<file path="config.mk">
export PLATFORM = sky130hd
export DESIGN_NAME = stream_burst_writer
export DESIGN_NICKNAME = d
export VERILOG_FILES = /design/src/rtl/sbw_pkg.sv /design/src/rtl/sbw_fifo.sv /design/src/rtl/sbw_ingest.sv /design/src/rtl/sbw_wengine.sv /design/src/rtl/stream_burst_writer.sv
export SDC_FILE = /design/constraint.sdc
export NUM_CORES = 1
export LEC_CHECK = 0
export CAP_MARGIN = 25
export CORE_MARGIN = 2
export CORE_UTILIZATION = 50
export CTS_BUF_LIST = sky130_fd_sc_hd__clkbuf_8
export DETAILED_ROUTE_END_ITERATION = 8
export GPL_TIMING_DRIVEN = 1
export PLACE_DENSITY = 0.84
export SYNTH_ARGS = -nofsm -noshare
export SYNTH_HDL_FRONTEND = slang
export SYNTH_SLANG_ARGS = --single-unit
</file>
<file path="constraint.sdc">
create_clock -name clk -period 9.49 [get_ports clk]
set_input_delay 1.898 -clock clk [delete_from_list [all_inputs] [get_ports clk]]
set_output_delay 1.898 -clock clk [all_outputs]
set_load 0.05 [all_outputs]
</file>
<file path="src/rtl/sbw_pkg.sv">
package sbw_pkg;

  // Write engine phases: waiting for enough buffered data, or presenting a burst.
  typedef enum logic [0:0] {
    WR_IDLE  = 1'b0,
    WR_BURST = 1'b1
  } wr_state_e;

endpackage

</file>
<file path="src/rtl/sbw_fifo.sv">
module sbw_fifo #(
  parameter  int W     = 32,
  parameter  int DEPTH = 8,
  localparam int PW    = (DEPTH > 1) ? $clog2(DEPTH) : 1,
  localparam int CW    = $clog2(DEPTH + 1)
) (
  input  logic          clk,
  input  logic          rst_n,
  input  logic          push,
  input  logic [W-1:0]  din,
  input  logic          pop,
  output logic [W-1:0]  dout,
  output logic [CW-1:0] count,
  output logic          full,
  output logic          empty
);

  logic [W-1:0]  mem [DEPTH];
  logic [PW-1:0] wp_q, wp_n, rp_q, rp_n;
  logic [CW-1:0] cnt_q, cnt_n;
  logic          do_push, do_pop;

  function automatic logic [PW-1:0] ptr_inc(input logic [PW-1:0] p);
    if (p == PW'(DEPTH - 1)) return '0;
    return p + PW'(1);
  endfunction

  assign full    = (cnt_q == CW'(DEPTH));
  assign empty   = (cnt_q == '0);
  assign do_push = push && !full;
  assign do_pop  = pop && !empty;
  assign count   = cnt_q;
  assign dout    = mem[rp_q];

  always_comb begin
    wp_n  = wp_q;
    rp_n  = rp_q;
    cnt_n = cnt_q;
    if (do_push) wp_n = ptr_inc(wp_q);
    if (do_pop)  rp_n = ptr_inc(rp_q);
    if (do_push && !do_pop)      cnt_n = cnt_q + CW'(1);
    else if (do_pop && !do_push) cnt_n = cnt_q - CW'(1);
  end

  always_ff @(posedge clk or negedge rst_n) begin
    if (!rst_n) begin
      wp_q  <= '0;
      rp_q  <= '0;
      cnt_q <= '0;
    end else begin
      wp_q  <= wp_n;
      rp_q  <= rp_n;
      cnt_q <= cnt_n;
    end
  end

  // Storage carries no reset; only the pointers qualify its contents.
  always_ff @(posedge clk) begin
    if (do_push) mem[wp_q] <= din;
  end

endmodule

</file>
<file path="src/rtl/sbw_ingest.sv">
module sbw_ingest #(
  parameter int LEN_W = 16
) (
  input  logic             clk,
  input  logic             rst_n,
  input  logic             start,
  input  logic [LEN_W-1:0] start_beats,
  input  logic             active,
  input  logic             space_ok,
  input  logic             snk_valid,
  input  logic             snk_eop,
  output logic             snk_ready,
  output logic             take,
  output logic             in_done,
  output logic [LEN_W-1:0] taken,
  output logic             eop_seen
);

  logic [LEN_W-1:0] left_q, left_n;
  logic [LEN_W-1:0] taken_q, taken_n;
  logic             done_q, done_n;
  logic             eop_q, eop_n;

  assign snk_ready = active && !done_q && space_ok;
  assign take      = snk_valid && snk_ready;
  assign in_done   = done_q;
  assign taken     = taken_q;
  assign eop_seen  = eop_q;

  always_comb begin
    left_n  = left_q;
    taken_n = taken_q;
    done_n  = done_q;
    eop_n   = eop_q;
    if (start) begin
      left_n  = start_beats;
      taken_n = '0;
      done_n  = (start_beats == '0);
      eop_n   = 1'b0;
    end else if (take) begin
      left_n  = left_q - LEN_W'(1);
      taken_n = taken_q + LEN_W'(1);
      eop_n   = snk_eop;
      if (snk_eop || (left_q == LEN_W'(1))) done_n = 1'b1;
    end
  end

  always_ff @(posedge clk or negedge rst_n) begin
    if (!rst_n) begin
      left_q  <= '0;
      taken_q <= '0;
      done_q  <= 1'b0;
      eop_q   <= 1'b0;
    end else begin
      left_q  <= left_n;
      taken_q <= taken_n;
      done_q  <= done_n;
      eop_q   <= eop_n;
    end
  end

endmodule

</file>
<file path="src/rtl/sbw_wengine.sv">
module sbw_wengine
  import sbw_pkg::*;
#(
  parameter  int ADDR_W = 32,
  parameter  int DATA_W = 32,
  parameter  int BURST  = 4,
  parameter  int CW     = 4,
  localparam int BC_W   = $clog2(BURST + 1),
  localparam int BPB    = DATA_W / 8
) (
  input  logic              clk,
  input  logic              rst_n,
  input  logic              start,
  input  logic [ADDR_W-1:0] start_addr,
  input  logic              start_incr,
  input  logic              active,
  input  logic              in_done,
  input  logic [CW-1:0]     fifo_cnt,
  input  logic [DATA_W-1:0] fifo_dout,
  output logic              fifo_pop,
  output logic              m_write,
  output logic [ADDR_W-1:0] m_addr,
  output logic [DATA_W-1:0] m_wdata,
  output logic [BC_W-1:0]   m_burstcount,
  input  logic              m_waitrequest,
  output logic              eng_idle
);

  wr_state_e         st_q, st_n;
  logic [ADDR_W-1:0] addr_q, addr_n;
  logic              incr_q, incr_n;
  logic [BC_W-1:0]   blen_q, blen_n;
  logic [BC_W-1:0]   bleft_q, bleft_n;
  logic              full_ready, tail_ready;
  logic [BC_W-1:0]   pick_len;

  // A full burst needs BURST beats on hand; a tail burst needs the command's input closed.
  assign full_ready = (fifo_cnt >= CW'(BURST));
  assign tail_ready = in_done && (fifo_cnt != '0);
  assign pick_len   = full_ready ? BC_W'(BURST) : BC_W'(fifo_cnt);

  always_comb begin
    st_n     = st_q;
    addr_n   = addr_q;
    incr_n   = incr_q;
    blen_n   = blen_q;
    bleft_n  = bleft_q;
    fifo_pop = 1'b0;
    if (start) begin
      addr_n = start_addr;
      incr_n = start_incr;
    end
    unique case (st_q)
      WR_IDLE: begin
        if (active && (full_ready || tail_ready)) begin
          st_n    = WR_BURST;
          blen_n  = pick_len;
          bleft_n = pick_len;
        end
      end
      WR_BURST: begin
        if (!m_waitrequest) begin
          fifo_pop = 1'b1;
          bleft_n  = bleft_q - BC_W'(1);
          if (incr_q) addr_n = addr_q + ADDR_W'(BPB);
          if (bleft_q == BC_W'(1)) st_n = WR_IDLE;
        end
      end
      default: st_n = WR_IDLE;
    endcase
  end

  always_ff @(posedge clk or negedge rst_n) begin
    if (!rst_n) begin
      st_q    <= WR_IDLE;
      addr_q  <= '0;
      incr_q  <= 1'b0;
      blen_q  <= '0;
      bleft_q <= '0;
    end else begin
      st_q    <= st_n;
      addr_q  <= addr_n;
      incr_q  <= incr_n;
      blen_q  <= blen_n;
      bleft_q <= bleft_n;
    end
  end

  assign m_write      = (st_q == WR_BURST);
  assign m_addr       = addr_q;
  assign m_wdata      = fifo_dout;
  assign m_burstcount = blen_q;
  assign eng_idle     = (st_q == WR_IDLE);

endmodule

</file>
<file path="src/rtl/stream_burst_writer.sv">
module stream_burst_writer #(
  parameter  int ADDR_W      = 32,
  parameter  int DATA_W      = 32,
  parameter  int LEN_W       = 16,
  parameter  int BURST_BEATS = 4,
  localparam int BPB         = DATA_W / 8,
  localparam int BSH         = (BPB > 1) ? $clog2(BPB) : 0,
  localparam int DEPTH       = 2 * BURST_BEATS,
  localparam int CW          = $clog2(DEPTH + 1),
  localparam int BC_W        = $clog2(BURST_BEATS + 1)
) (
  input  logic              clk,
  input  logic              rst_n,
  input  logic              cmd_valid,
  output logic              cmd_ready,
  input  logic [ADDR_W-1:0] cmd_addr,
  input  logic [LEN_W-1:0]  cmd_len,
  input  logic              cmd_incr,
  input  logic              snk_valid,
  output logic              snk_ready,
  input  logic [DATA_W-1:0] snk_data,
  input  logic              snk_eop,
  output logic              m_write,
  output logic [ADDR_W-1:0] m_addr,
  output logic [DATA_W-1:0] m_wdata,
  output logic [BC_W-1:0]   m_burstcount,
  input  logic              m_waitrequest,
  output logic              sts_valid,
  output logic [LEN_W-1:0]  sts_bytes,
  output logic              sts_eop
);

  logic             busy_q, busy_n;
  logic             stv_q, stv_n;
  logic [LEN_W-1:0] stb_q, stb_n;
  logic             ste_q, ste_n;

  logic             start;
  logic [LEN_W-1:0] beats;
  logic             take, in_done, eop_seen;
  logic [LEN_W-1:0] taken;
  logic             fifo_pop, fifo_full, fifo_empty;
  logic [CW-1:0]    fifo_cnt;
  logic [DATA_W-1:0] fifo_dout;
  logic             eng_idle;
  logic             finish;

  assign cmd_ready = !busy_q;
  assign start     = cmd_valid && !busy_q;
  assign beats     = cmd_len >> BSH;
  assign finish    = busy_q && in_done && eng_idle && fifo_empty;

  sbw_ingest #(.LEN_W(LEN_W)) u_ingest (
    .clk         (clk),
    .rst_n       (rst_n),
    .start       (start),
    .start_beats (beats),
    .active      (busy_q),
    .space_ok    (!fifo_full),
    .snk_valid   (snk_valid),
    .snk_eop     (snk_eop),
    .snk_ready   (snk_ready),
    .take        (take),
    .in_done     (in_done),
    .taken       (taken),
    .eop_seen    (eop_seen)
  );

  sbw_fifo #(.W(DATA_W), .DEPTH(DEPTH)) u_buf (
    .clk   (clk),
    .rst_n (rst_n),
    .push  (take),
    .din   (snk_data),
    .pop   (fifo_pop),
    .dout  (fifo_dout),
    .count (fifo_cnt),
    .full  (fifo_full),
    .empty (fifo_empty)
  );

  sbw_wengine #(
    .ADDR_W (ADDR_W),
    .DATA_W (DATA_W),
    .BURST  (BURST_BEATS),
    .CW     (CW)
  ) u_weng (
    .clk           (clk),
    .rst_n         (rst_n),
    .start         (start),
    .start_addr    (cmd_addr),
    .start_incr    (cmd_incr),
    .active        (busy_q),
    .in_done       (in_done),
    .fifo_cnt      (fifo_cnt),
    .fifo_dout     (fifo_dout),
    .fifo_pop      (fifo_pop),
    .m_write       (m_write),
    .m_addr        (m_addr),
    .m_wdata       (m_wdata),
    .m_burstcount  (m_burstcount),
    .m_waitrequest (m_waitrequest),
    .eng_idle      (eng_idle)
  );

  always_comb begin
    busy_n = busy_q;
    stv_n  = finish;
    stb_n  = stb_q;
    ste_n  = ste_q;
    if (start)       busy_n = 1'b1;
    else if (finish) busy_n = 1'b0;
    if (finish) begin
      stb_n = taken << BSH;
      ste_n = eop_seen;
    end
  end

  always_ff @(posedge clk or negedge rst_n) begin
    if (!rst_n) begin
      busy_q <= 1'b0;
      stv_q  <= 1'b0;
      stb_q  <= '0;
      ste_q  <= 1'b0;
    end else begin
      busy_q <= busy_n;
      stv_q  <= stv_n;
      stb_q  <= stb_n;
      ste_q  <= ste_n;
    end
  end

  assign sts_valid = stv_q;
  assign sts_bytes = stb_q;
  assign sts_eop   = ste_q;

endmodule

</file>
==> results.sh, run 1 <==
export IMPL_die_h_um=176
export IMPL_max_cap_viol_count=0
export IMPL_grt_overflow_total=0
export IMPL_viasPerCell=5.84
export IMPL_finalSetupViolCount=0
export IMPL_cp_start_kind="flip-flop"
export IMPL_ys_seq_elements=355
export IMPL_port_buffers=170
export IMPL_arrival_ns=3.72
export IMPL_clk_latency_ns=0.58
export IMPL_synthArstFlopShare=0.279
export IMPL_routedWlPerCell_um=20.5
export IMPL_grt_pass1_wl_um=49500
export IMPL_numClockSinks=355
export IMPL_tns_ns=0
export IMPL_p_leak_nw=6.53
export IMPL_synth_mux_area_frac=0.138
export IMPL_vias=8990
export IMPL_synth_cell_type_count=66
export IMPL_dp_cells=1440
export IMPL_synthXorXnorAreaFrac=0.0101
export IMPL_grt_max_degree=71
export IMPL_period_needed_ns=5.61
export IMPL_end_kind="output port"
export IMPL_antenna_found_initial=2
export IMPL_dr_first_iter_drc_count=607
export IMPL_synth_fa_ha_area_frac=0.0124
export IMPL_htreeDepth=2
export IMPL_max_slew_margin=0.326
export IMPL_syn_cell_area_um2=14800
export IMPL_ys_seq_area_frac=0.689
export IMPL_slew_viol_final=0
export IMPL_wirelength_um=31600
export IMPL_place_congestion=0.852
export IMPL_layout_nets=1215
export IMPL_clock_skew_ns=0.0169
export IMPL_final_cell_mix="edfxtp_1 (256), clkdlybuf4s50_1 (169), dfrtp_1 (96), nand2_1 (68), mux4_2 (64)"
export IMPL_multi_input_area_um2=4400
export IMPL_ios=175
export IMPL_synth_ff_type="edfxtp_1"
export IMPL_yosysTopAreaCell="edfxtp_1"
export IMPL_yosysWarnings=0
export IMPL_netlist_top_cells_area="edfxtp_1 (52%), dfrtp_1 (17%), mux4_2 (9.8%)"
export IMPL_n_antenna_cell=0
export IMPL_syn_area_per_cell_um2=16.2
export IMPL_grt_pass1_vias=9278
export IMPL_fillers=2099
export IMPL_timing_worst_setup_path_type="reg2out"
export IMPL_syn_to_final_growth_pct=22.4
export IMPL_seqCellArea_um2=10200
export IMPL_critPathRequiredTime_ns=7.59
export IMPL_finalCritPeriodShare=0.592
export IMPL_irDropWorstVdd_uv=276
export IMPL_instances_no_fill=1540
export IMPL_drc=0
export IMPL_post_cts_setup_buffers=0
export IMPL_final_common_cell="edfxtp_1"
export IMPL_cts_buffer_depth=3
export IMPL_dp_hpwl_um=19000
export IMPL_status="completed"
export IMPL_core_area_um2=28900
export IMPL_die_area_um2=30900
export IMPL_hold_violations=0
export IMPL_cts_made_buffers=55
export IMPL_synth_top_area_share=0.521
export IMPL_yosys_area_share_simple=0.0812
export IMPL_path_clk_slew_ns=0.06
export IMPL_rows=62
export IMPL_tightest_slew_ns=1.01
export IMPL_total_power_mw=5.62
export IMPL_power_per_cell_area_nw_per_um2=311
export IMPL_ant_nets=0
export IMPL_hold_buffers=0
export IMPL_cts_resized=0
export IMPL_grt_setup_unrepaired="no"
export IMPL_synth_edff_count=256
export IMPL_fmax_ghz=0.178
export IMPL_die_w_um=176
export IMPL_synth_compound_area_frac=0.0528
export IMPL_cts_tree="built"
export IMPL_grt_util_all_layers=0.206
export IMPL_firstDrtPassIters=6
export IMPL_start_util=0.511
export IMPL_hp_class="reg2reg"
export IMPL_postSynthCellCount=908
export IMPL_critPathMaxFanout=40
export IMPL_cts_root_buffer="clkbuf_8"
export IMPL_drive_above_1_share=0.197
export IMPL_synth_top_family_by_area="multiplexers"
state kept, by name, indices dropped and copies added (netlist names):
name	cells
u_weng.m_burstcount	3
busy_q	1
u_weng.m_addr	32
u_ingest.left_q	16
u_ingest.in_done	1
u_buf.rp_q	3
u_weng.m_write	1
u_ingest.taken	14
sts_bytes	14
u_weng.incr_q	1
sts_valid	1
u_buf.mem	256
u_buf.wp_q	3
u_buf.count	4
u_weng.bleft_q	3
u_ingest.eop_seen	1
sts_eop	1
power by group:
group | switching (mW) | internal, mW
combinational | 1.29 | 0.916
sequential | 0.304 | 1.87
clock | 0.560 | 0.682
path summary, 6_finish.rpt:
check                                  from               end  slack, ns  cells past startpoint
max in group asynchronous             rst_n     u_buf.rp_q[0]       7.36                      3
setup / recovery              u_buf.rp_q[0]       m_wdata[27]       3.88                      4
hold / removal             u_weng.m_addr[1]  u_weng.m_addr[1]       0.50                      2
setup reg to reg             u_buf.count[1]   u_buf.mem[7][1]       6.09                      6
min in group asynchronous             rst_n     sts_bytes[13]       1.23                      1
hold reg to reg            u_weng.m_addr[1]  u_weng.m_addr[1]       0.50                      2
area by class of cell:
class                      instances  share of cell area
clock buffer                      59              0.0450
tap                              384              0.0266
inverter                          17             0.00353
clock inverter                    40              0.0155
sequential                       355               0.563
timing repair buffer             188               0.103
multi-input combinational        497               0.244
cell families after synthesis:
| group | count (synthesis) |
|---|---|
| buffers and inverters | 57 |
| XOR/XNOR | 17 |
| flip-flops | 355 |
| AO/OA/AOI/OAI | 111 |
| adder cells (fa/ha/maj) | 14 |
| other | 1 |
| AND/OR/NAND/NOR | 236 |
| multiplexers | 117 |
synthesized netlist by cell type (3+ instances only):
library cell	number
edfxtp_1	256
dfrtp_1	99
nand2_1	68
mux4_2	64
nor2_1	58
mux2_2	52
a21oi_1	22
nor3_1	22
clkbuf_1	21
nand3_1	18
a211oi_1	17
o21ai_0	17
inv_1	16
ha_1	13
nand4_1	12
xor2_1	12
and3_1	11
buf_2	11
a221o_1	9
nor4_1	8
a311oi_1	7
a31oi_1	6
a21o_1	5
and4_1	5
buf_1	5
or3_1	5
or4_1	5
xnor2_1	5
nor2b_1	4
o22ai_1	4
buf_4	3
nor3b_1	3
o21a_1	3
worst max-delay path, cell delays in order (launching register included):
cell and delay (ns):
dfrtp_4 0.78, buf_4 0.74, mux4_2 0.59, mux2_2 0.27, clkdlybuf4s50_1 0.74
routing by layer:
metal | wire length [um] | vias up | global-route usage
met5 | 23 | - | 0
met4 | 541 | 4 | 0.0496
met3 | 2380 | 57 | 0.0498
met2 | 15600 | 357 | 0.351
met1 | 13100 | 4563 | 0.269
li1 | - | 4009 | -
per-stage QoR:
| stage | area (um^2) | utilization | setup slack (ns) | hold WS (ns) |
|---|---|---|---|---|
| 3_3_place_gp | 16900 | 0.587 | 4.40 | 0.466 |
| 4_1_cts | 18000 | 0.625 | 3.74 | 0.493 |
| 6_report | 18100 | 0.626 | 3.88 | 0.496 |
| 2_1_floorplan | 14800 | - | 3.00 | 0.460 |
| 3_5_place_dp | 16900 | 0.587 | 4.37 | 0.474 |
| 5_1_grt | 18100 | 0.626 | 3.62 | 0.518 |
(Power assumes the default switching activity.)
==> inputs of run 2 (changes only) <==
clock period = 5.3 ns   (was 9.49 ns; I/O delays follow)
==> results.sh, run 2 (same netlist as run 1, synthesis figures left out) <==
export IMPL_status="completed"
export IMPL_cts_resized=0
export IMPL_core_area_um2=28900
export IMPL_syn_to_final_growth_pct=22.1
export IMPL_fillers=2091
export IMPL_slowest_stage="dfrtp_4"
export IMPL_rows=62
export IMPL_grt_max_degree=59
export IMPL_die_area_um2=30900
export IMPL_final_common_cell="edfxtp_1"
export IMPL_vias=8869
export IMPL_wirelength_um=31200
export IMPL_hold_violations=0
export IMPL_cp_cell_sequence="buf_4 -> mux4_2 -> mux2_2 -> clkdlybuf4s50_1"
export IMPL_cts_buffer_depth=3
export IMPL_cts_made_buffers=54
export IMPL_critPathMaxFanout=28
export IMPL_die_w_um=176
export IMPL_port_buffers=170
export IMPL_arrival_ns=3.25
export IMPL_hold_buffers=0
export IMPL_largest_reg_flops=256
export IMPL_holdPathStages=2
export IMPL_irDropWorstVdd_uv=450
export IMPL_finalCritPeriodShare=0.812
export IMPL_reg2reg_depth=11
export IMPL_htreeDepth=2
export IMPL_post_cts_setup_buffers=0
export IMPL_end_kind="output port"
export IMPL_start_util=0.511
export IMPL_clock_skew_ns=0.0233
export IMPL_routedWlPerCell_um=20.2
export IMPL_reg2reg_setup_slack_ns=1.93
export IMPL_min_from="u_weng.m_addr[0]"
export IMPL_utilization=0.624
export IMPL_p_leak_nw=6.49
export IMPL_max_cap_viol_count=0
export IMPL_fmax_ghz=0.232
export IMPL_period_needed_ns=4.31
export IMPL_slowest_delay_ns=0.78
export IMPL_hp_class="reg2reg"
export IMPL_hold_path_end="u_weng.m_addr[0]"
export IMPL_slew_viol_final=0
export IMPL_power_per_cell_area_nw_per_um2=553
export IMPL_r2r_end="u_buf.count[3]"
export IMPL_tns_ns=0
export IMPL_grt_setup_unrepaired="no"
export IMPL_drc=0
export IMPL_dp_hpwl_um=18600
export IMPL_crit_family="buffers and inverters"
export IMPL_cts_tree="built"
export IMPL_ant_nets=0
export IMPL_numClockSinks=355
export IMPL_path_clk_slew_ns=0.06
export IMPL_die_h_um=176
export IMPL_tightest_slew_ns=0.950
export IMPL_ios=175
export IMPL_grt_overflow_total=0
export IMPL_place_congestion=0.864
export IMPL_cp_start_kind="flip-flop"
export IMPL_regMostFlops="u_buf.mem"
export IMPL_finalSetupViolCount=0
export IMPL_drive_above_1_share=0.196
export IMPL_final_cell_mix="edfxtp_1 (256), clkdlybuf4s50_1 (169), dfrtp_1 (97), nand2_1 (68), mux4_2 (64)"
export IMPL_grt_pass1_wl_um=49600
export IMPL_dr_first_iter_drc_count=664
export IMPL_viasPerCell=5.75
export IMPL_clk_latency_ns=0.58
export IMPL_grt_util_all_layers=0.206
export IMPL_max_slew_margin=0.366
export IMPL_r2r_start="u_buf.count[0]"
export IMPL_critPathRequiredTime_ns=4.24
export IMPL_antenna_found_initial=0
export IMPL_cts_root_buffer="clkbuf_8"
export IMPL_timing_worst_setup_path_type="reg2out"
export IMPL_layout_nets=1215
export IMPL_path_buf_inv=2
export IMPL_grt_pass1_vias=9275
export IMPL_firstDrtPassIters=7
-- run 2: cell count changes in the layout (fill, tap and decap cells not counted), moves of 2 or more --
cell	delta
bufinv_16	-3
clkbuf_8	-2
inv_1	-5
clkinv_2	+4
buf_12	+3
clkinv_1	+7
-- run 2: worst register-to-register path, stage by stage, from the launching register on --
cell and delay (ns):
dfrtp_1 0.49, nor4b_1 0.68, or4b_4 0.46, inv_2 0.28, ha_1 0.31, inv_1 0.12
ha_1 0.24, a21o_1 0.17, a21oi_1 0.19, xnor2_1 0.14, nor2_1 0.06, xor2_1 0.14
-- run 2: worst max-delay path by stage --
stage / startpoint / endpoint / slack, ns / cells after the start
6_report: u_buf.rp_q[0] / m_wdata[30] / 0.99 / 4
5_1_grt: u_buf.rp_q[0] / m_wdata[30] / 0.78 / 4
4_1_cts: u_buf.rp_q[0] / m_wdata[30] / 0.86 / 4
3_5_place_dp: snk_valid / u_buf.mem[7][10] / 1.19 / 6
3_3_place_gp: snk_valid / u_buf.mem[7][10] / 1.27 / 6
2_1_floorplan: snk_valid / u_buf.mem[3][0] / 0.47 / 5
-- run 2: where the power goes --
part           internal (mW)  switching [mW]  leakage [nW]
logic                   1.68            2.37          2.40
clock network           1.05            1.02         0.571
registers               3.34           0.508          3.52
-- run 2: stage by stage --
stage               total power [mW]  cells  cell area, um^2  setup slack (ns)  hold slack, ns
floorplan                       6.66    909            14800             0.474           0.460
CTS                             10.1   1542            18000             0.862           0.481
detailed placement              7.96   1442            17000              1.19           0.467
finish                          9.97   1543            18000             0.994           0.475
global placement                7.88   1442            17000              1.27           0.466
global route                    10.5   1542            18000             0.784           0.522
-- run 2: cell type report --
type / count / area (um^2) / share of cell area
clock buffers: 57 / 785 / 0.0435
flip-flops and latches: 355 / 10200 / 0.564
clock inverters: 43 / 220 / 0.0122
repair buffers: 189 / 1880 / 0.104
inverters: 17 / 63.8 / 0.00354
well taps: 384 / 480 / 0.0267
diodes: 1 / 2.50 / 0.000139
multi-input cells: 497 / 4420 / 0.245
-- run 2: per-layer routing --
layer	wire [um]	global-route usage	up-vias
met2	15500	0.338	372
met3	2410	0.0494	38
met1	13000	0.281	4459
li1	-	-	4000
met4	350	0.0506	0
met5	0	0	-
==> inputs of run 3 (changes only) <==
PLACE_DENSITY = 0.86   (was 0.84)
clock period = 3.73 ns   (was 5.3 ns; I/O delays follow)
==> results.sh, run 3 (same netlist as run 1, synthesis figures left out) <==
export IMPL_status="completed"
export IMPL_hold_violations=0
export IMPL_drc=0
export IMPL_final_cell_mix="edfxtp_1 (256), clkdlybuf4s50_1 (150), dfrtp_1 (97), nand2_1 (68), mux4_2 (64)"
export IMPL_timing_worst_setup_path_type="reg2out"
export IMPL_wirelength_um=31300
export IMPL_critPathMaxFanout=19
export IMPL_numClockSinks=355
export IMPL_largest_reg_flops=256
export IMPL_path_clk_slew_ns=0.06
export IMPL_slowest_delay_ns=0.71
export IMPL_instances_no_fill=1558
export IMPL_finalSetupViolCount=0
export IMPL_firstDrtPassIters=6
export IMPL_met3_wirelength_um=2470
export IMPL_vias=8936
export IMPL_syn_to_final_growth_pct=24.7
export IMPL_slew_viol_final=0
export IMPL_wl_met2_um=15800
export IMPL_crit_family="buffers and inverters"
export IMPL_ant_nets=0
export IMPL_core_area_um2=28900
export IMPL_finalCritPeriodShare=0.969
export IMPL_clock_skew_ns=0.0233
export IMPL_reg2reg_setup_slack_ns=0.93
export IMPL_final_common_cell="edfxtp_1"
export IMPL_cp_start_kind="flip-flop"
export IMPL_met1Wirelength_um=12700
export IMPL_period_needed_ns=3.62
export IMPL_cp_cell_sequence="buf_12 -> mux4_2 -> mux2_2 -> clkdlybuf4s50_1"
export IMPL_viasPerCell=5.74
export IMPL_layout_nets=1228
export IMPL_end_kind="output port"
export IMPL_htreeDepth=2
export IMPL_arrival_ns=2.87
export IMPL_path_buf_inv=2
export IMPL_irDropWorstVdd_uv=670
export IMPL_total_power_mw=14.5
export IMPL_rows=62
export IMPL_slowest_stage="clkdlybuf4s50_1"
export IMPL_die_h_um=176
export IMPL_reg2reg_depth=11
export IMPL_cts_root_buffer="clkbuf_8"
export IMPL_grt_pass1_wl_um=49600
export IMPL_hp_class="in2async"
export IMPL_die_area_um2=30900
export IMPL_cts_made_buffers=56
export IMPL_grt_max_degree=69
export IMPL_max_cap_viol_count=0
export IMPL_port_buffers=170
export IMPL_dp_cells=1450
export IMPL_antenna_found_initial=0
export IMPL_hold_buffers=0
export IMPL_ios=175
export IMPL_grt_overflow_total=0
export IMPL_fmax_ghz=0.277
export IMPL_power_per_cell_area_nw_per_um2=786
export IMPL_p_leak_nw=6.82
export IMPL_cts_buffer_depth=3
export IMPL_r2r_start="u_buf.count[0]"
export IMPL_place_congestion=0.865
export IMPL_grt_util_all_layers=0.206
export IMPL_n_antenna_cell=0
export IMPL_dp_hpwl_um=18900
export IMPL_clk_latency_ns=0.59
export IMPL_routedWlPerCell_um=20.1
export IMPL_critPathRequiredTime_ns=2.98
export IMPL_cp_depth=4
export IMPL_r2r_end="u_buf.count[3]"
export IMPL_max_slew_margin=0.377
export IMPL_drive_above_1_share=0.207
export IMPL_regMostFlops="u_buf.mem"
export IMPL_die_w_um=176
export IMPL_crit_end="m_wdata[19]"
export IMPL_cts_tree="built"
export IMPL_tightest_slew_ns=0.932
export IMPL_highest_layer="met4"
export IMPL_startpoint="u_buf.rp_q[0]"
export IMPL_start_util=0.511
export IMPL_dr_first_iter_drc_count=700
export IMPL_utilization=0.637
export IMPL_grt_pass1_vias=9179
run 3: changes by cell type in the layout (fill, tap and decap cells not counted), sizes merged, moves of 3 or more:
cell and change:
buf +11, clkbuf +4, clkdlybuf4s50 -19, clkinv -3
dlymetal6s2s +19, inv +4
run 3: worst min-delay path by stage:
stage | startpoint | to | slack (ns) | cells after the start
2_1_floorplan | rst_n | busy_q | 0.45 | 0
3_3_place_gp | u_weng.m_addr[1] | u_weng.m_addr[1] | 0.46 | 2
3_5_place_dp | u_weng.m_addr[1] | u_weng.m_addr[1] | 0.47 | 2
4_1_cts | rst_n | sts_bytes[15] | 0.28 | 1
5_1_grt | rst_n | sts_bytes[13] | 0.32 | 1
6_report | rst_n | sts_bytes[15] | 0.27 | 1
run 3: per-layer routing:
| layer | GRT usage | vias to the layer above |
|---|---|---|
| li1 | - | 4042 |
| met1 | 0.272 | 4500 |
| met2 | 0.350 | 349 |
| met3 | 0.0509 | 45 |
| met4 | 0.0451 | 0 |
| met5 | 0 | - |
run 3: what timing repair did:
| item | 4_1_cts | 5_1_grt |
|---|---|---|
| endpoints found under the setup margin | 28 | 19 |
| hold endpoints to repair | 0 | 0 |
| setup buffers | 3 | 0 |
| resized for setup | 1 | 19 |
run 3: area by class of cell:
type                       count  area (um^2)
clock buffer                  61          840
clock inverter                44          256
fill                        2016        10500
inverter                      17         63.8
multi-input combinational    497         4450
sequential                   355        10200
tap                          384          480
timing repair buffer         200         2130
run 3: power by group:
group | leakage, nW | total [mW] | switching [mW] | internal (mW)
clock network | 0.634 | 3.14 | 1.48 | 1.66
registers | 3.52 | 5.40 | 0.652 | 4.75
logic | 2.67 | 5.92 | 3.45 | 2.47
run 3: metrics by stage:
stage	setup TNS [ns]	setup slack (ns)	hold WS, ns	instance area (um^2)
2_1_floorplan	-4.46	-0.131	0.450	14800
3_5_place_dp	0	0.394	0.466	17200
3_3_place_gp	0	0.479	0.463	17200
6_report	0	0.115	0.273	18400
4_1_cts	0	0.00414	0.277	18300
5_1_grt	-0.00518	-0.00518	0.320	18400
run 3: worst register-to-register path: cells and delay by family, from the launching register on:
family                   cells  cell delay, ns
XOR/XNOR                     2            0.29
adder cells (fa/ha/maj)      2            0.51
AO/OA/AOI/OAI                2            0.37
flip-flops                   1            0.53
buffers and inverters        2            0.26
AND/OR/NAND/NOR              3            0.72
